<file path="config.mk">
export PLATFORM = sky130hd
export DESIGN_NAME = irq_status_ctrl
export DESIGN_NICKNAME = d
export VERILOG_FILES = /design/src/rtl/irq_agg_pkg.sv /design/src/rtl/irq_sync.sv /design/src/rtl/irq_edge_latch.sv /design/src/rtl/irq_regfile.sv /design/src/rtl/irq_status_ctrl.sv
export SDC_FILE = /design/constraint.sdc
export NUM_CORES = 1
export LEC_CHECK = 0
export BUFFER_PORTS_ARGS = -buffer_cell sky130_fd_sc_hd__buf_2
export CAP_MARGIN = 30
export CORE_MARGIN = 2
export CORE_UTILIZATION = 34
export CTS_CLUSTER_SIZE = 14
export DETAILED_ROUTE_END_ITERATION = 16
export HOLD_SLACK_MARGIN = 0.06
export SYNTH_ARGS = -nofsm -noshare
export SYNTH_HDL_FRONTEND = slang
export SYNTH_SLANG_ARGS = --single-unit
</file>
<file path="constraint.sdc">
create_clock -name clk_i -period 5.8 [get_ports clk_i]
set_input_delay 1.74 -clock clk_i [delete_from_list [all_inputs] [get_ports clk_i]]
set_output_delay 1.74 -clock clk_i [all_outputs]
set_load 0.01 [all_outputs]
</file>
<file path="src/rtl/irq_agg_pkg.sv">
package irq_agg_pkg;
  localparam int IDX_W   = 3;
  localparam int GLB_BIT = 15;

  typedef enum logic [IDX_W-1:0] {
    REG_MODE   = 3'd0,
    REG_ENABLE = 3'd1,
    REG_STATUS = 3'd2,
    REG_CLEAR  = 3'd3,
    REG_RAW    = 3'd4
  } reg_idx_e;
endpackage

</file>
<file path="src/rtl/irq_sync.sv">
module irq_sync #(
  parameter int W = 15
) (
  input  logic         clk_i,
  input  logic         rst_ni,
  input  logic [W-1:0] d_i,
  output logic [W-1:0] q_o
);
  for (genvar g = 0; g < W; g++) begin : g_bit
    logic s1_q, s2_q;
    always_ff @(posedge clk_i or negedge rst_ni) begin
      if (!rst_ni) begin
        s1_q <= 1'b0;
        s2_q <= 1'b0;
      end else begin
        s1_q <= d_i[g];
        s2_q <= s1_q;
      end
    end
    assign q_o[g] = s2_q;
  end
endmodule

</file>
<file path="src/rtl/irq_edge_latch.sv">
module irq_edge_latch #(
  parameter int W = 15
) (
  input  logic         clk_i,
  input  logic         rst_ni,
  input  logic [W-1:0] lvl_i,
  input  logic [W-1:0] clr_i,
  output logic [W-1:0] status_o
);
  logic [W-1:0] prev_q, status_q, rise;

  assign rise = lvl_i & ~prev_q;

  always_ff @(posedge clk_i or negedge rst_ni) begin
    if (!rst_ni) begin
      prev_q   <= '0;
      status_q <= '0;
    end else begin
      prev_q   <= lvl_i;
      // a new edge wins over a clear in the same cycle
      status_q <= (status_q & ~clr_i) | rise;
    end
  end

  assign status_o = status_q;
endmodule

</file>
<file path="src/rtl/irq_regfile.sv">
module irq_regfile
  import irq_agg_pkg::*;
#(
  parameter int NUM_SRC = 15,
  parameter int DATA_W  = 32
) (
  input  logic               clk_i,
  input  logic               rst_ni,
  input  logic               wr_en_i,
  input  logic [IDX_W-1:0]   addr_i,
  input  logic [DATA_W-1:0]  wdata_i,
  input  logic [NUM_SRC-1:0] status_i,
  input  logic [NUM_SRC-1:0] raw_i,
  output logic [NUM_SRC-1:0] mode_o,
  output logic [NUM_SRC-1:0] en_o,
  output logic               glb_o,
  output logic [NUM_SRC-1:0] clr_o,
  output logic [DATA_W-1:0]  rdata_o
);
  logic [NUM_SRC-1:0] mode_q, en_q;
  logic               glb_q;
  reg_idx_e           idx;

  assign idx = reg_idx_e'(addr_i);

  always_ff @(posedge clk_i or negedge rst_ni) begin
    if (!rst_ni) begin
      mode_q <= '0;
      en_q   <= '0;
      glb_q  <= 1'b0;
    end else if (wr_en_i) begin
      if (idx == REG_MODE) mode_q <= wdata_i[NUM_SRC-1:0];
      if (idx == REG_ENABLE) begin
        en_q  <= wdata_i[NUM_SRC-1:0];
        glb_q <= wdata_i[GLB_BIT];
      end
    end
  end

  assign clr_o = (wr_en_i && idx == REG_CLEAR) ? wdata_i[NUM_SRC-1:0] : '0;

  always_comb begin
    rdata_o = '0;
    case (idx)
      REG_MODE:   rdata_o[NUM_SRC-1:0] = mode_q;
      REG_ENABLE: begin
        rdata_o[NUM_SRC-1:0] = en_q;
        rdata_o[GLB_BIT]     = glb_q;
      end
      REG_STATUS: rdata_o[NUM_SRC-1:0] = status_i;
      REG_RAW:    rdata_o[NUM_SRC-1:0] = raw_i;
      default:    rdata_o = '0;
    endcase
  end

  assign mode_o = mode_q;
  assign en_o   = en_q;
  assign glb_o  = glb_q;
endmodule

</file>
<file path="src/rtl/irq_status_ctrl.sv">
module irq_status_ctrl
  import irq_agg_pkg::*;
#(
  parameter int NUM_SRC = 15,
  parameter int DATA_W  = 32
) (
  input  logic               clk_i,
  input  logic               rst_ni,
  input  logic [NUM_SRC-1:0] src_i,
  input  logic               wr_en_i,
  input  logic [IDX_W-1:0]   addr_i,
  input  logic [DATA_W-1:0]  wdata_i,
  output logic [DATA_W-1:0]  rdata_o,
  output logic               irq_o
);
  logic [NUM_SRC-1:0] raw, status, mode, en, clr, active;
  logic               glb;

  irq_sync #(.W(NUM_SRC)) sync_i (
    .clk_i(clk_i), .rst_ni(rst_ni), .d_i(src_i), .q_o(raw)
  );

  irq_edge_latch #(.W(NUM_SRC)) latch_i (
    .clk_i(clk_i), .rst_ni(rst_ni), .lvl_i(raw), .clr_i(clr), .status_o(status)
  );

  irq_regfile #(.NUM_SRC(NUM_SRC), .DATA_W(DATA_W)) regs_i (
    .clk_i(clk_i), .rst_ni(rst_ni), .wr_en_i(wr_en_i), .addr_i(addr_i),
    .wdata_i(wdata_i), .status_i(status), .raw_i(raw), .mode_o(mode),
    .en_o(en), .glb_o(glb), .clr_o(clr), .rdata_o(rdata_o)
  );

  for (genvar g = 0; g < NUM_SRC; g++) begin : g_act
    assign active[g] = en[g] & (mode[g] ? status[g] : raw[g]);
  end

  assign irq_o = glb & (|active);
endmodule

</file>
# ---- After elaboration in Yosys (flattened, before gate mapping)
# Index checks and enable logic that the tools add are counted.
# W data, S select, Z words.
dict set report word_totals {
  ff_bits 91
  latch_bits 0
  ramBits 0
  rom_bits 0
  out_inout_bits 33
  memories 0
}
dict set report classes {
  add_sub_neg 0
  mul 0
  div_mod_pow 0
  n_lt_le_gt_ge 0
  eq_ne 4
  n_shift 0
  n_mux 18
  bitwise_logic 21
  n_reduce_logical 5
}
# operator count
set ops {}
lappend ops {{$pmux W15 S4} 1}
lappend ops {{$and A15 B15 Y15} 2}
lappend ops {{$not A15 Y15} 2}
lappend ops {{$and A1 B1 Y1} 16}
lappend ops {{$mux W1} 16}
lappend ops {{$mux W15} 1}
lappend ops {{$or A15 B15 Y15} 1}
lappend ops {{$reduce_or A15 Y1} 1}
lappend ops {{$eq A3 B2 Y1 const B} 2}
lappend ops {{$reduce_and A2 Y1} 2}
lappend ops {{$eq A3 B1 Y1 const B} 1}
lappend ops {{$eq A3 B3 Y1 const B} 1}
lappend ops {{$logic_not A3 Y1} 1}
lappend ops {{$logic_and A1 B1 Y1} 1}

# ---- Logic depth before layout (Yosys ltp)
# Gate-level depths: netlist of run 1.
dict set report depth {
  word_depth 6
  mapped_depth 7
  mapped_depth_nobuf 4
}

# ---- Modules after synthesis
# Synthesis of run 1 repeated with hierarchy kept, for this count alone.
dict set report unflattened {
  hier_cells 323
  hier_area_um2 4266.6
}
# mod n_inst cells_per_inst area_each_um2
set modules_own_cells {}
lappend modules_own_cells {irq_regfile 1 178 2105.8}
lappend modules_own_cells {irq_edge_latch 1 75 1051.0}
lappend modules_own_cells {irq_sync 1 45 863.3}
lappend modules_own_cells {irq_status_ctrl 1 25 246.5}

# ---- Worst setup path after synthesis of run 1
# Ideal clock, no wire load.
dict set report synth_path {
  path_type {input port to output port}
  start {input port addr_i[0]}
  end {output port rdata_o[4]}
  t_arrival_ns 2.724
  t_required_ns 4.060
  path_slack_ns 1.336
  path_stages 5
  cell_sequence {buf_4 > nor2b_1 > buf_4 > a21oi_1 > o21ai_0}
}
dict set report synth_between {
  elab_chain_cells 2
  elab_cells_between_ends 5
  cone_classes {eq/ne: 3; mux: 1; reduce/logical: 1}
}
# item line
set synth_rtl {}
lappend synth_rtl {{start, declared} irq_status_ctrl.sv:11} ;# input logic [IDX_W-1:0] addr_i,
lappend synth_rtl {{$eq A3 B3 Y1 (tied with other cells)} irq_regfile.sv:44} ;# case (idx)
lappend synth_rtl {{$pmux W15 S4 (*)} irq_regfile.sv:44}
lappend synth_rtl {{end, declared} irq_status_ctrl.sv:13} ;# output logic [DATA_W-1:0] rdata_o,
# Every way passes the cells marked *; elsewhere a longest branch is shown, timed or not.

# ---- Worst setup path after layout of run 1
dict set report layout_path {
  start {input port addr_i[2]}
  end {output port rdata_o[2]}
}
# Same word-level chain as after synthesis.

==> impl_metrics.tcl, run 1 <==
set metrics [dict create \
    grt_pass1_vias 2498 \
    cp.buffers_inverters 3 \
    power.switching_mw 0.370 \
    synth_common_cells "91 x dfrtp_1, 46 x mux2_2, 45 x nand2_1" \
    fp-row-count 38 \
    min_from "sync_i.g_bit[9].s1_q" \
    slew_violations 0 \
    maxCapViolCount 0 \
    cts_setup_buffers 0 \
    crit_path_end_kind "output port" \
    yosysTopAreaCell "dfrtp_1" \
    slowest_stage "nor3b_2" \
    vias 2483 \
    pwr-share-clk 0.323 \
    worst_pin_slew_ps 871 \
    start_util 0.350 \
    fill_cells 1076 \
    place_area_um2 4140 \
    synthTopCellsByArea "dfrtp_1 60%, mux2_2 14%, nand2_1 4.4%" \
    hpwl_um 5340 \
    p_comb_frac 0.144 \
    power_density_nw_per_um2 326 \
    min_period_over_period 0.876 \
    cts_hold_repair.buffers 0 \
    h-tree-depth 3 \
    area_growth_pct 14.2 \
    r2r-start "regs_i.glb_o" \
    drt_iter0_markers 109 \
    firstDrtPassIters 5 \
    hold_viol_final 0 \
    fp.coreArea_um2 10900 \
    die_y_um 110 \
    seq_area_frac_synth 0.598 \
    num_antenna_cells 0 \
    path_class "in -> out" \
    cp_data_required_time_ps 4060 \
    synth.most_common_cell "dfrtp_1" \
    switching_share 0.261 \
    grt_max_degree 58 \
    rsz0062_at_grt "false" \
    synth-seq-cells 91 \
    utilization 0.399 \
    wire_per_inst_um 15.5 \
    clock_path_buffers 2 \
    cpLargestDelayFamily "buffers and inverters" \
    ir_worst_vdd_v 0.000158 \
    gp_congestion 0.803 \
    drc 0 \
    syn_inst 319 \
    cts_tree "done" \
    yosysUniqueCellTypes 24 \
    fp.dieArea_um2 12100 \
    r2r_slack_ps 4990 \
    antenna_found_initial 0 \
    synth_ff_type "dfrtp_1" \
    reg2reg_depth 1 \
    final_cells 519 \
    fin_area_um2 4350 \
    worstHoldEndpoint "sync_i.g_bit[9].s2_q" \
    critPathLaunchType "primary input" \
    cts_buffers 9 \
    grt_overflow 0 \
    status "finished, final reports clean" \
    wirelength_um 8070 \
    drive_above_1_share 0.319 \
    relSlewSlack 0.419 \
    syn_avg_cell_area_um2 11.9 \
    intPower_mw 1.05 \
    final_nets 427 \
    fin_tns_setup_ps 0 \
    ant_nets 0 \
    place_inst 503 \
    numPortBuffers 53 \
    clock_sink_count 91 \
    synth_edf_count 0 \
    cp.arrival_ps 3340 \
    clock_latency_ps 370 \
    fin_crit_ps 5080 \
    hp-class "reg -> reg" \
    grt.total_usage 0.146 \
    cpMostUsedCell "buf_2" \
    skew_ps 6.94 \
    viasPerCell 4.78 \
    critPathMaxStageDelay_ps 520 \
    seqPwrFrac 0.533 \
    synth_area_um2 3810 \
    finalSetupViolations 0 \
    hold_depth 0 \
    num_io_pins 86 \
    fp.dieW_um 110 \
    cp_cell_sequence "buf_2, nor3b_2, buf_4, nand2_1, o21ai_0, buf_2" \
    cts_repair_resize_count 0 \
    synth_top_area_share 0.598 \
    timing.rr.end "regs_i.glb_o" \
    cts_root_buf "clkbuf_8" \
    yosysWarnings 0 \
    grt_pass1_wl_um 12900 \
    fmax_mhz 197 \
    leakagePower_nw 2.04 \
    path_max_fanout 19 \
    synthArstFlopShare 1.00 \
    clk_pin_slew_ps 80 \
]
==> worst max path at each step <==
stage	startpoint	to	depth (start not counted)
3_5_place_dp	addr_i[1]	rdata_o[2]	6
6_report	addr_i[2]	rdata_o[2]	6
2_1_floorplan	addr_i[0]	rdata_o[4]	5
5_1_grt	addr_i[1]	rdata_o[2]	6
4_1_cts	addr_i[1]	rdata_o[2]	6
3_3_place_gp	addr_i[1]	rdata_o[2]	6
==> cell usage in the layout (no fill, tap or decap), types with 6 or more instances in the layout <==
cell,instances
dfrtp_1,91
buf_2,52
mux2_2,46
nand2_1,45
o21ai_0,29
nor2_1,16
conb_1,16
mux2i_1,15
a21oi_1,15
inv_1,15
clkbuf_8,12
a22oi_1,6
buf_4,6
==> sequential cells by signal, indices dropped and copies added (netlist names) <==
register / cells
sync_i.g_bit.s1_q: 15
regs_i.glb_o: 1
sync_i.g_bit.s2_q: 15
latch_i.prev_q: 15
latch_i.status_o: 15
regs_i.en_o: 15
regs_i.mode_o: 15
==> stage by stage <==
step / power (mW) / worst slack (ps) / hold slack, ps
after global placement: 0.965 / 720 / 332
after global routing: 1.50 / 525 / 355
after CTS: 1.43 / 737 / 354
after detailed placement: 0.974 / 751 / 335
after floorplan: 0.901 / 1340 / 331
final: 1.42 / 721 / 353
==> per-layer routing <==
| metal | GRT usage | vias up | wire (um) |
|---|---|---|---|
| li1 | - | 1150 | - |
| met1 | 0.203 | 1238 | 3860 |
| met2 | 0.210 | 83 | 3630 |
| met3 | 0.0510 | 12 | 467 |
| met4 | 0.0515 | 0 | 109 |
| met5 | 0 | - | 0 |
==> final cells by class <==
class | instances | area, um^2 | share of cell area
Sequential cell | 91 | 2280 | 0.524
Multi-Input combinational cell | 199 | 1320 | 0.304
Timing Repair Buffer | 58 | 305 | 0.0702
Tap cell | 140 | 175 | 0.0403
Clock buffer | 13 | 169 | 0.0388
Inverter | 15 | 56.3 | 0.0129
Clock inverter | 3 | 43.8 | 0.0101
==> power groups by stage <==
stage	Clock (mW)	Sequential [mW]	Combinational (mW)
final	0.457	0.755	0.204
after global routing	0.502	0.765	0.229
after CTS	0.470	0.755	0.208
after detailed placement	0	0.767	0.207
after global placement	0	0.763	0.202
after floorplan	0	0.752	0.149
==> kinds of logic (layout without fill, tap and decap cells) <==
family | count (synthesis) | in the layout | share of synthesized area
flops | 91 | 91 | 0.598
compound gates | 53 | 53 | 0.0756
simple gates | 69 | 69 | 0.0802
buf+inv | 44 | 89 | 0.0697
mux | 61 | 61 | 0.175
other cells | 1 | 16 | 0.000985
Note: power is estimated with default switching activity, not from simulation.
==> run 2: changes to the inputs <==
- CORE_ASPECT_RATIO: not set -> 1.2
- clock period: 5.8 -> 6.1 ns (I/O delays scaled with it)
==> impl_metrics.tcl, run 2 (synthesized netlist as in run 1, its figures left out) <==
set metrics [dict create \
    min_from "sync_i.g_bit[12].s1_q" \
    fin_tns_setup_ps 0 \
    place_ws_ps 977 \
    clock_latency_ps 340 \
    drc 0 \
    worst_pin_slew_ps 817 \
    fp-row-count 42 \
    min_period_over_period 0.840 \
    place_area_um2 4130 \
    fp.dieW_um 101 \
    power_density_nw_per_um2 328 \
    r2r_slack_ps 5310 \
    maxCapViolCount 0 \
    leakagePower_nw 2.07 \
    grt_pass1_vias 2605 \
    cts_hold_repair.buffers 0 \
    grt_max_degree 51 \
    ir_worst_vdd_v 0.000138 \
    numPortBuffers 53 \
    cp_data_required_time_ps 4270 \
    fin_area_um2 4410 \
    fp.coreArea_um2 11000 \
    cts_repair_resize_count 0 \
    num_io_pins 86 \
    num_antenna_cells 0 \
    crit_path_end_kind "output port" \
    antenna_found_initial 0 \
    fp.dieArea_um2 12100 \
    clock_path_buffers 2 \
    viasPerCell 4.86 \
    hpwl_um 5270 \
    gp_congestion 0.789 \
    firstDrtPassIters 4 \
    fmax_mhz 195 \
    area_growth_pct 15.8 \
    die_y_um 120 \
    mostFrequentLayoutCell "dfrtp_1" \
    hold_viol_final 0 \
    path_max_fanout 21 \
    setup_ws_ps 974 \
    cts_setup_buffers 0 \
    wire_per_inst_um 15.6 \
    cp.arrival_ps 3300 \
    fin_crit_ps 5130 \
    ant_nets 0 \
    reg2reg_depth 1 \
    grt_pass1_wl_um 13100 \
    finalSetupViolations 0 \
    hp-class "reg -> reg" \
    final_nets 427 \
    r2r-start "regs_i.mode_o[12]" \
    slew_violations 0 \
    h-tree-depth 3 \
    start_util 0.347 \
    crit_start "addr_i[0]" \
    crit_end "rdata_o[11]" \
    cts_tree "done" \
    path_class "in -> out" \
    cts_buffers 9 \
    skew_ps 3.55 \
    cts_root_buf "clkbuf_16" \
    critPathLaunchType "primary input" \
    relSlewSlack 0.456 \
    clock_sink_count 91 \
    fin_total_pwr_mw 1.45 \
    wirelength_um 7950 \
    drt_iter0_markers 82 \
    status "finished, final reports clean" \
    grt_overflow 0 \
    grt.total_usage 0.143 \
    final_cell_mix "91 x dfrtp_1, 52 x buf_2, 46 x mux2_2" \
    vias 2473 \
    clk_pin_slew_ps 60 \
    whs_ps 346 \
    rsz0062_at_grt "false" \
    drive_above_1_share 0.316 \
    timing.rr.end "regs_i.mode_o[12]" \
]
[run 2: changes by cell type in the layout (fill, tap and decap cells not counted), sizes merged]
cell | before | now
clkinv | 1 | 2
clkbuf | 13 | 11
inv | 16 | 15
[run 2: where the power goes]
part	switching [mW]	internal, mW
registers	0.0470	0.671
clock network	0.214	0.323
logic	0.0918	0.101
total	0.353	1.09
[run 2: layout make-up]
type,count,area [um^2]
tap,132,165
clock buffer,11,243
fill,1051,6580
timing repair buffer,58,305
sequential,91,2280
inverter,15,56.3
multi-input combinational,199,1320
clock inverter,3,40.0
[run 2: critical path, stage by stage]
cell and delay [ps]:
buf_2 390, nor2b_1 280, buf_4 260, a21oi_1 90
o21ai_0 240, buf_2 190
[run 2: worst min-delay path by stage]
stage	slack (ps)	to	cells past startpoint
after detailed placement	330	sync_i.g_bit[6].s2_q	0
after global routing	350	sync_i.g_bit[5].s2_q	0
after global placement	330	sync_i.g_bit[12].s2_q	0
final	350	sync_i.g_bit[12].s2_q	0
after CTS	350	sync_i.g_bit[6].s2_q	0
after floorplan	330	sync_i.g_bit[0].s2_q	0
[run 2: stage by stage]
stage,utilization,cells
global route,0.401,509
CTS,0.401,509
detailed placement,0.376,495
global placement,0.376,495
finish,0.401,509
floorplan,-,334
[run 2: layer usage]
layer	vias to the layer above	part of all wire	global-route usage
met5	-	0	0
met4	0	0.026	0.0745
met3	15	0.049	0.0303
met2	69	0.49	0.235
met1	1237	0.44	0.177
li1	1152	-	-
==> run 3: changes to the inputs <==
- ABC_AREA: not set -> 1
- clock period: 6.1 -> 4.7 ns (I/O delays scaled with it)
==> impl_metrics.tcl, run 3 <==
set metrics [dict create \
    cts_repair_resize_count 0 \
    slowest_stage "o2111ai_1" \
    synth-xor-area-share 0 \
    pwr-share-clk 0.397 \
    synth_compound_area_frac 0.133 \
    final_cell_mix "98 x nand2_1, 91 x dfrtp_1, 59 x inv_1" \
    slew_violations 0 \
    num_antenna_cells 0 \
    min_from "sync_i.g_bit[7].s1_q" \
    grt_pass1_vias 2839 \
    fp.dieArea_um2 12300 \
    synth_top_area_share 0.589 \
    muxShareOfSynthArea 0 \
    cts_root_buf "clkbuf_16" \
    crit_start "addr_i[1]" \
    synth_ff_type "dfrtp_1" \
    status "finished, final reports clean" \
    r2r_slack_ps 3950 \
    relSlewSlack 0.430 \
    cts_hold_repair.buffers 0 \
    synth-seq-cells 91 \
    grt_pass1_wl_um 13700 \
    wirelength_um 8400 \
    cpMostUsedCell "buf_2" \
    timing.rr.end "latch_i.status_o[0]" \
    hold_viol_final 0 \
    start_util 0.349 \
    cp.arrival_ps 2450 \
    intPower_mw 1.42 \
    grt_overflow 0 \
    fin_total_pwr_mw 1.92 \
    power_density_nw_per_um2 425 \
    mostFrequentLayoutCell "nand2_1" \
    final_cells 617 \
    hp-class "reg -> reg" \
    rsz0062_at_grt "false" \
    cp.buffers_inverters 3 \
    fp.coreArea_um2 11100 \
    reg2reg_depth 2 \
    fin_crit_ps 3860 \
    vias 2818 \
    fp.dieW_um 101 \
    cpLargestDelayFamily "buffers and inverters" \
    path_class "in -> out" \
    yosysTopAreaCell "dfrtp_1" \
    final_nets 511 \
    hold_depth 0 \
    viasPerCell 4.57 \
    place_inst 601 \
    clock_latency_ps 330 \
    num_io_pins 86 \
    drt_iter0_markers 175 \
    antenna_found_initial 0 \
    fin_tns_setup_ps 0 \
    fp-row-count 42 \
    synthAdderAreaFrac 0 \
    maxCapViolCount 0 \
    path_max_fanout 15 \
    drive_above_1_share 0.216 \
    critPathMaxStageDelay_ps 260 \
    synth.most_common_cell "nand2_1" \
    hpwl_um 5410 \
    seq_area_frac_synth 0.589 \
    utilization 0.406 \
    worstHoldEndpoint "sync_i.g_bit[7].s2_q" \
    firstDrtPassIters 4 \
    cp_cell_sequence "buf_2, nor2_4, nand2_1, buf_4, o2111ai_1, buf_2" \
    synth_edf_count 0 \
    cts_setup_buffers 0 \
    fin_area_um2 4500 \
    finalSetupViolations 0 \
    numPortBuffers 53 \
    switching_share 0.260 \
    ant_nets 0 \
    ir_worst_vdd_v 0.000223 \
    leakagePower_nw 2.27 \
    fmax_mhz 259 \
    synth_area_um2 3870 \
    p_comb_frac 0.124 \
    place_ws_ps 844 \
    synthArstFlopShare 1.00 \
    synthTopCellsByArea "dfrtp_1 59%, nand2_1 9.5%, inv_1 5.7%" \
    cts_tree "done" \
    worst_pin_slew_ps 854 \
    synth_top_family_by_area "simple AND/OR/NAND/NOR gates" \
    synth-simple-area-share 0.158 \
    h-tree-depth 3 \
    r2r-start "latch_i.status_o[0]" \
    critPathLaunchType "primary input" \
    syn_avg_cell_area_um2 9.58 \
    crit_path_end_kind "output port" \
    clk_pin_slew_ps 60 \
    clock_path_buffers 2 \
    cts_buffers 9 \
    area_growth_pct 16.4 \
    yosysWarnings 0 \
    grt.total_usage 0.147 \
    gp_congestion 0.760 \
    wire_per_inst_um 13.6 \
    die_y_um 121 \
    cp_data_required_time_ps 3290 \
    min_period_over_period 0.821 \
    drc 0 \
    setup_ws_ps 843 \
    grt_max_degree 70 \
    clock_sink_count 91 \
    syn_inst 404 \
    skew_ps 3.03 \
    whs_ps 347 \
    power.switching_mw 0.498 \
    yosysUniqueCellTypes 20 \
    place_area_um2 4190 \
    seqPwrFrac 0.479 \
    synth_common_cells "98 x nand2_1, 91 x dfrtp_1, 59 x inv_1" \
]
## run 3: layout make-up
cell class,instances,area [um^2]
clock buffer,9,225
clock inverter,7,91.3
fill,1098,6590
inverter,61,234
multi-input combinational,238,1180
sequential,91,2280
tap,154,193
timing repair buffer,57,298
## run 3: worst max path at each step
stage,end,slack [ps],cells past startpoint
after global placement,rdata_o[5],840,6
after detailed placement,rdata_o[10],840,6
after floorplan,rdata_o[0],1100,5
after global routing,rdata_o[8],800,6
after CTS,rdata_o[10],840,6
final,rdata_o[5],840,6
## run 3: per-layer routing
layer,wire length [um],track usage,vias to the layer above
li1,-,-,1373
met4,100,0.0625,0
met1,3600,0.187,1366
met2,4270,0.238,72
met5,0,0,-
met3,421,0.0369,7
## run 3: logic make-up (layout without fill, tap and decap cells)
logic type | count (synthesis) | in the layout
DFF | 91 | 91
and+or+nand+nor | 144 | 144
AOI/OAI and AO/OA | 78 | 78
buffers and inverters | 90 | 134
other | 1 | 16
## run 3: power by group through the flow
stage                     Combinational (mW)  Sequential [mW]  Clock (mW)
after global routing                   0.275            0.929       0.811
after global placement                 0.234            0.926           0
final                                  0.237            0.918       0.760
after detailed placement               0.241            0.931           0
after CTS                              0.242            0.917       0.779
after floorplan                        0.172            0.916           0
